===== src/rtl/rdiv_pkg.sv =====
package rdiv_pkg;
  typedef enum logic {
    PH_IDLE = 1'b0,
    PH_RUN  = 1'b1
  } phase_t;
endpackage


===== src/rtl/rdiv_step.sv =====
// One restoring iteration: trial subtract of the divisor from the upper part,
// keep the difference only when no borrow occurs, shift left, insert the bit.
module rdiv_step #(
  parameter int WIDTH = 32
) (
  input  logic [2*WIDTH:0] acc_i,
  input  logic [WIDTH-1:0] dvs_i,
  output logic [2*WIDTH:0] acc_o,
  output logic             qbit_o
);
  localparam int HW = WIDTH + 1;

  logic [HW-1:0]    hi;
  logic [WIDTH-1:0] lo;
  logic [HW:0]      diff;
  logic [HW-1:0]    kept;

  always_comb begin
    hi     = acc_i[2*WIDTH:WIDTH];
    lo     = acc_i[WIDTH-1:0];
    diff   = {1'b0, hi} - {2'b00, dvs_i};
    qbit_o = ~diff[HW];
    kept   = qbit_o ? diff[HW-1:0] : hi;
    // kept < divisor, so its top bit is zero and dropping it is the shift
    acc_o  = {kept[WIDTH-1:0], lo, qbit_o};
  end
endmodule


===== src/rtl/rdiv_count.sv =====
// Iteration counter: loaded with WIDTH-1, flags the final iteration.
module rdiv_count #(
  parameter int WIDTH = 32
) (
  input  logic clk,
  input  logic rst,
  input  logic load,
  input  logic en,
  output logic last
);
  localparam int CW = $clog2(WIDTH) + 1;
  localparam logic [CW-1:0] START_VAL = CW'(WIDTH - 1);

  logic [CW-1:0] cnt;

  always_ff @(posedge clk) begin
    if (rst)       cnt <= '0;
    else if (load) cnt <= START_VAL;
    else if (en && cnt != '0) cnt <= cnt - 1'b1;
  end

  assign last = (cnt == '0);

  a_r3_load_not_last: assert property (@(posedge clk) disable iff (rst)
    (load && WIDTH > 1) |=> !last);
endmodule


===== src/rtl/restoring_divider.sv =====
module restoring_divider #(
  parameter int WIDTH = 32
) (
  input  logic             clk,
  input  logic             rst,
  input  logic             start,
  input  logic [WIDTH-1:0] dividend,
  input  logic [WIDTH-1:0] divisor,
  output logic             busy,
  output logic             done,
  output logic [WIDTH-1:0] quotient,
  output logic [WIDTH-1:0] remainder,
  output logic             div_by_zero
);
  import rdiv_pkg::*;

  localparam int AW = 2 * WIDTH + 1;

  phase_t           phase;
  logic [AW-1:0]    acc;
  logic [AW-1:0]    acc_next;
  logic [WIDTH-1:0] dvs_q;
  logic             done_q;
  logic             dbz_q;
  logic             qbit;
  logic             last;
  logic             accept;
  logic             zero_dvs;

  assign accept   = start && (phase == PH_IDLE);
  assign zero_dvs = (divisor == '0);

  rdiv_step #(.WIDTH(WIDTH)) u_step (
    .acc_i  (acc),
    .dvs_i  (dvs_q),
    .acc_o  (acc_next),
    .qbit_o (qbit)
  );

  rdiv_count #(.WIDTH(WIDTH)) u_count (
    .clk  (clk),
    .rst  (rst),
    .load (accept && !zero_dvs),
    .en   (phase == PH_RUN),
    .last (last)
  );

  always_ff @(posedge clk) begin
    if (rst) begin
      phase  <= PH_IDLE;
      acc    <= '0;
      dvs_q  <= '0;
      done_q <= 1'b0;
      dbz_q  <= 1'b0;
    end else begin
      done_q <= 1'b0;
      if (accept) begin
        dvs_q <= divisor;
        dbz_q <= zero_dvs;
        if (zero_dvs) begin
          acc    <= {dividend, 1'b0, {WIDTH{1'b1}}};
          done_q <= 1'b1;
        end else begin
          // dividend loaded with the upper part cleared, already shifted once
          acc   <= {{WIDTH{1'b0}}, dividend, 1'b0};
          phase <= PH_RUN;
        end
      end else if (phase == PH_RUN) begin
        acc <= acc_next;
        if (last) begin
          phase  <= PH_IDLE;
          done_q <= 1'b1;
        end
      end
    end
  end

  assign busy        = (phase == PH_RUN);
  assign done        = done_q;
  assign div_by_zero = dbz_q;
  assign quotient    = acc[WIDTH-1:0];
  assign remainder   = acc[AW-1:WIDTH+1];

  // an idle start with a usable divisor makes the block busy
  a_r2_accept_busy: assert property (@(posedge clk) disable iff (rst)
    (start && !busy && divisor != '0) |=> busy);

  // busy and done never overlap; leaving busy coincides with done
  a_r3_no_overlap: assert property (@(posedge clk) disable iff (rst)
    !(busy && done));
  a_r3_finish_done: assert property (@(posedge clk) disable iff (rst)
    $fell(busy) |-> done);

  // the partial remainder stays below twice the divisor every iteration
  a_r4_partial_bound: assert property (@(posedge clk) disable iff (rst)
    busy |-> (acc[AW-1:WIDTH] < {dvs_q, 1'b0}));

  // zero divisor completes immediately with the flag
  a_r5_zero_quick: assert property (@(posedge clk) disable iff (rst)
    (start && !busy && divisor == '0) |=> (done && div_by_zero && !busy));

  // the captured divisor cannot change while iterating
  a_r6_divisor_held: assert property (@(posedge clk) disable iff (rst)
    busy |=> $stable(dvs_q));

  // outputs hold while idle without a start; done is a pulse
  a_r7_hold_idle: assert property (@(posedge clk) disable iff (rst)
    (!busy && !start) |=> ($stable(quotient) && $stable(remainder) && $stable(div_by_zero)));
  a_r7_done_pulse: assert property (@(posedge clk) disable iff (rst)
    done |=> (!done || div_by_zero));
endmodule


===== config.mk =====
export PLATFORM = sky130hd
export DESIGN_NAME = restoring_divider
export DESIGN_NICKNAME = d
export VERILOG_FILES = /design/src/rtl/rdiv_pkg.sv /design/src/rtl/rdiv_step.sv /design/src/rtl/rdiv_count.sv /design/src/rtl/restoring_divider.sv
export SDC_FILE = /design/constraint.sdc
export NUM_CORES = 1
export LEC_CHECK = 0
export ABC_CLOCK_PERIOD_IN_PS = 3900
export CAP_MARGIN = 40
export CORE_ASPECT_RATIO = 0.75
export CORE_MARGIN = 4
export CORE_UTILIZATION = 65
export DETAILED_ROUTE_END_ITERATION = 6
export DONT_BUFFER_PORTS = 1
export PLACE_DENSITY = 0.91
export RECOVER_POWER = 100
export SYNTH_ARGS = -nofsm -noshare
export SYNTH_HDL_FRONTEND = slang
export SYNTH_SLANG_ARGS = --single-unit

===== constraint.sdc =====
create_clock -name clk -period 3.9 [get_ports clk]
set_input_delay 0.39 -clock clk [delete_from_list [all_inputs] [get_ports clk]]
set_output_delay 0.39 -clock clk [all_outputs]
set_load 0.03 [all_outputs]

==> flow_summary.yaml <==
logic_synthesis:
  synth_common_cells: "nand2_1, a21oi_1, dfxtp_1, buf_4, nor2_1"
  ys_seq_area_share_pct: 30.1
  synth_edf_count: 0
  syn_inst: 938
  yosys.area.top_type: "dfxtp_1"
  synth_xor_area_share_pct: 3.61
  synth.most_common_cell: "nand2_1"
  synth_top_family_by_area: "compound AO/OA/AOI/OAI gates"
  netlist_top_cells_area: "dfxtp_1, a21oi_1, nand2_1"
  syn_area_mm2: 0.00704
  synth_cell_types: 70
  synth_top_area_share_pct: 30.1
  synthMuxAreaShare_pct: 1.72
  synthSimpleGateAreaFrac_pct: 20.5
  synthFlopType: "dfxtp_1"
  synth-seq-cells: 106
  synth_area_per_cell_um2: 7.51
  yosys_warnings: 0
  synth_fp_nets: 1040
  yosys.area_share.adder_pct: 6.33
  ys_async_sr_fraction_pct: 0
  synth_compound_area_share_pct: 25.1
worst_setup_path:
  crit_type: "reg2reg"
  cp_num_buf_inv: 2
  crit_fanout: 15
  cp.depth: 10
  required_ns: 4.17
  startpoint_type: "flip-flop"
  arrival_ns: 3.79
  cp_cell_sequence: "clkbuf_1, ha_1, a21oi_1, o21ai_1, nor4_2, a221oi_1, nor2_2, buf_4, a222oi_1, a211oi_1"
  end_kind: "flip-flop"
  slowest_delay_ns: 0.56
  r2r_cells: 10
  slowest_stage: "nor2_2"
  crit_family: "compound AO/OA/AOI/OAI gates"
clock_tree:
  clock_sinks: 106
  cts_tree: "built"
  post_cts_resized: 0
  clock_latency_ns: 0.36
  ctsHoldBuffers: 0
  htreeDepth: 3
  clk_pin_slew_ns: 0.08
  cts_buffer_depth: 2
  post_cts_buffers: 0
  numCtsBuffers: 9
  clockRootBuffer: "clkbuf_16"
layout:
  stdcell_area_mm2: 0.00688
  nets: 950
  multi_input_area_mm2: 0.00402
  num_antenna_cells: 0
  regArea_mm2: 0.00212
  n_fill_cell: 915
  final_layout_size_suffix_gt1_share_pct: 4.22
  synthToLayoutAreaGrowth_pct: -2.33
route:
  drt_iter0_markers: 696
  drc: 0
  vias: 6568
  wire_per_inst_um: 20.0
  routed_wl_mm: 19.8
  drtAntennaViolNets: 0
  drtPass1Iterations: 6
  vias_per_cell: 6.64
floorplan:
  core_area_mm2: 0.0104
  pin_count: 134
  rows: 32
  die-area_mm2: 0.0126
  initial_core_util_pct: 67.6
  die_x_um: 128
  die_h_um: 98.1
sta:
  finalSetupViolations: 0
  holdWs_ns: 0.101
  slew_viol_final: 0
  fin_crit_sh_pct: 90.2
  finalHoldViolations: 0
  tns_ns: 0
  max_freq_ghz: 0.284
  rsz0062_at_grt: "no"
  setup_slack_ns: 0.381
  period_minus_slack_ns: 3.52
  finClkSkew_ns: 0.0105
  worst_pin_slew_ns: 1.09
  slew_headroom_pct: 27.1
place:
  hpwl_mm: 14.4
  dpl_cell_area_mm2: 0.00665
  dp_slack_ns: 0.656
  routabilityCongestion: 1.01
  portBuffers: 0
global_routing:
  grt_usage_pct: 31.1
  grt_max_degree: 103
  antenna_found_initial: 0
  grt_pass1_vias: 6180
  grt_first_pass_wirelength_mm: 32.0
  grt_overflow: 0
hold_path:
  hp-class: "in2reg"
  whs_path_depth: 1
power_and_ir_drop:
  power_leakage_nw: 2.62
  p_per_area_mw_per_mm2: 547
  ir_worst_vdd_mv: 0.293
run:
  cap_violations: 0
run_status:
  status: "completed"
-- layout by cell type (no fill, tap or decap), types with 11 or more instances in the layout --
cell type	n
nand2_1	147
a21oi_1	115
dfxtp_1	106
nor2_1	56
inv_1	47
o21ai_0	35
ha_1	34
nand3_1	31
nor3_1	29
o221ai_1	19
xnor2_1	16
a221oi_1	15
a211oi_1	15
and3_1	13
xor2_1	13
a311oi_1	12
mux2i_1	11
-- worst reg2reg max path, cell delays in order (launching register included) --
cell and delay (ns):
dfxtp_1 0.31, clkbuf_1 0.42, ha_1 0.42, a21oi_1 0.25, o21ai_1 0.20, nor4_2 0.37, a221oi_1 0.16, nor2_2 0.57
buf_4 0.31, a222oi_1 0.12, a211oi_1 0.29
-- power breakdown --
part / internal, mW / switching (mW)
Clock: 0.442 / 0.435
Combinational: 0.567 / 0.898
Sequential: 1.19 / 0.235
Total: 2.19 / 1.57
-- sequential cells by signal (all words and copies together) (netlist names) --
name	flops
acc	65
busy	1
div_by_zero	1
done	1
dvs_q	32
u_count.cnt	6
-- metal layers --
| layer | up-vias | wire [µm] | track usage [%] |
|---|---|---|---|
| met5 | - | 0 | 0 |
| met4 | 0 | 641 | 11.2 |
| met3 | 58 | 2070 | 10.1 |
| met2 | 342 | 9030 | 47.8 |
| met1 | 3048 | 8010 | 41.0 |
| li1 | 3120 | - | - |
-- worst paths after layout --
| check | endpoint | slack, ns | start |
|---|---|---|---|
| max | acc[59] | 0.38 | acc[58] |
| min | acc[17] | 0.10 | rst |
| max reg2reg | acc[59] | 0.38 | acc[58] |
| min reg2reg | dvs_q[4] | 0.46 | dvs_q[4] |
-- through the flow --
| step | utilization, % | total power [mW] | std cells |
|---|---|---|---|
| 2_1_floorplan | - | 2.69 | 938 |
| 3_3_place_gp | 63.6 | 2.84 | 971 |
| 3_5_place_dp | 63.9 | 2.88 | 973 |
| 4_1_cts | 66.6 | 3.75 | 989 |
| 5_1_grt | 66.1 | 3.99 | 989 |
| 6_report | 66.1 | 3.76 | 989 |
-- area by class of cell --
class | instances | share of cell area (%)
multi-input cells | 667 | 58.4
repair buffers | 16 | 1.62
clock inverters | 6 | 0.709
flip-flops and latches | 106 | 30.9
clock buffers | 10 | 3.33
inverters | 48 | 2.62
well taps | 136 | 2.47
-- cells by family (layout without fill, tap and decap cells) --
kind of cell	Yosys count	in the layout
simple gates	319	319
compound gates	272	272
buf+inv	165	80
flops	106	106
fa+ha+maj	35	35
xor+xnor	29	29
mux	12	12
Power figures use the tool's default switching activity.
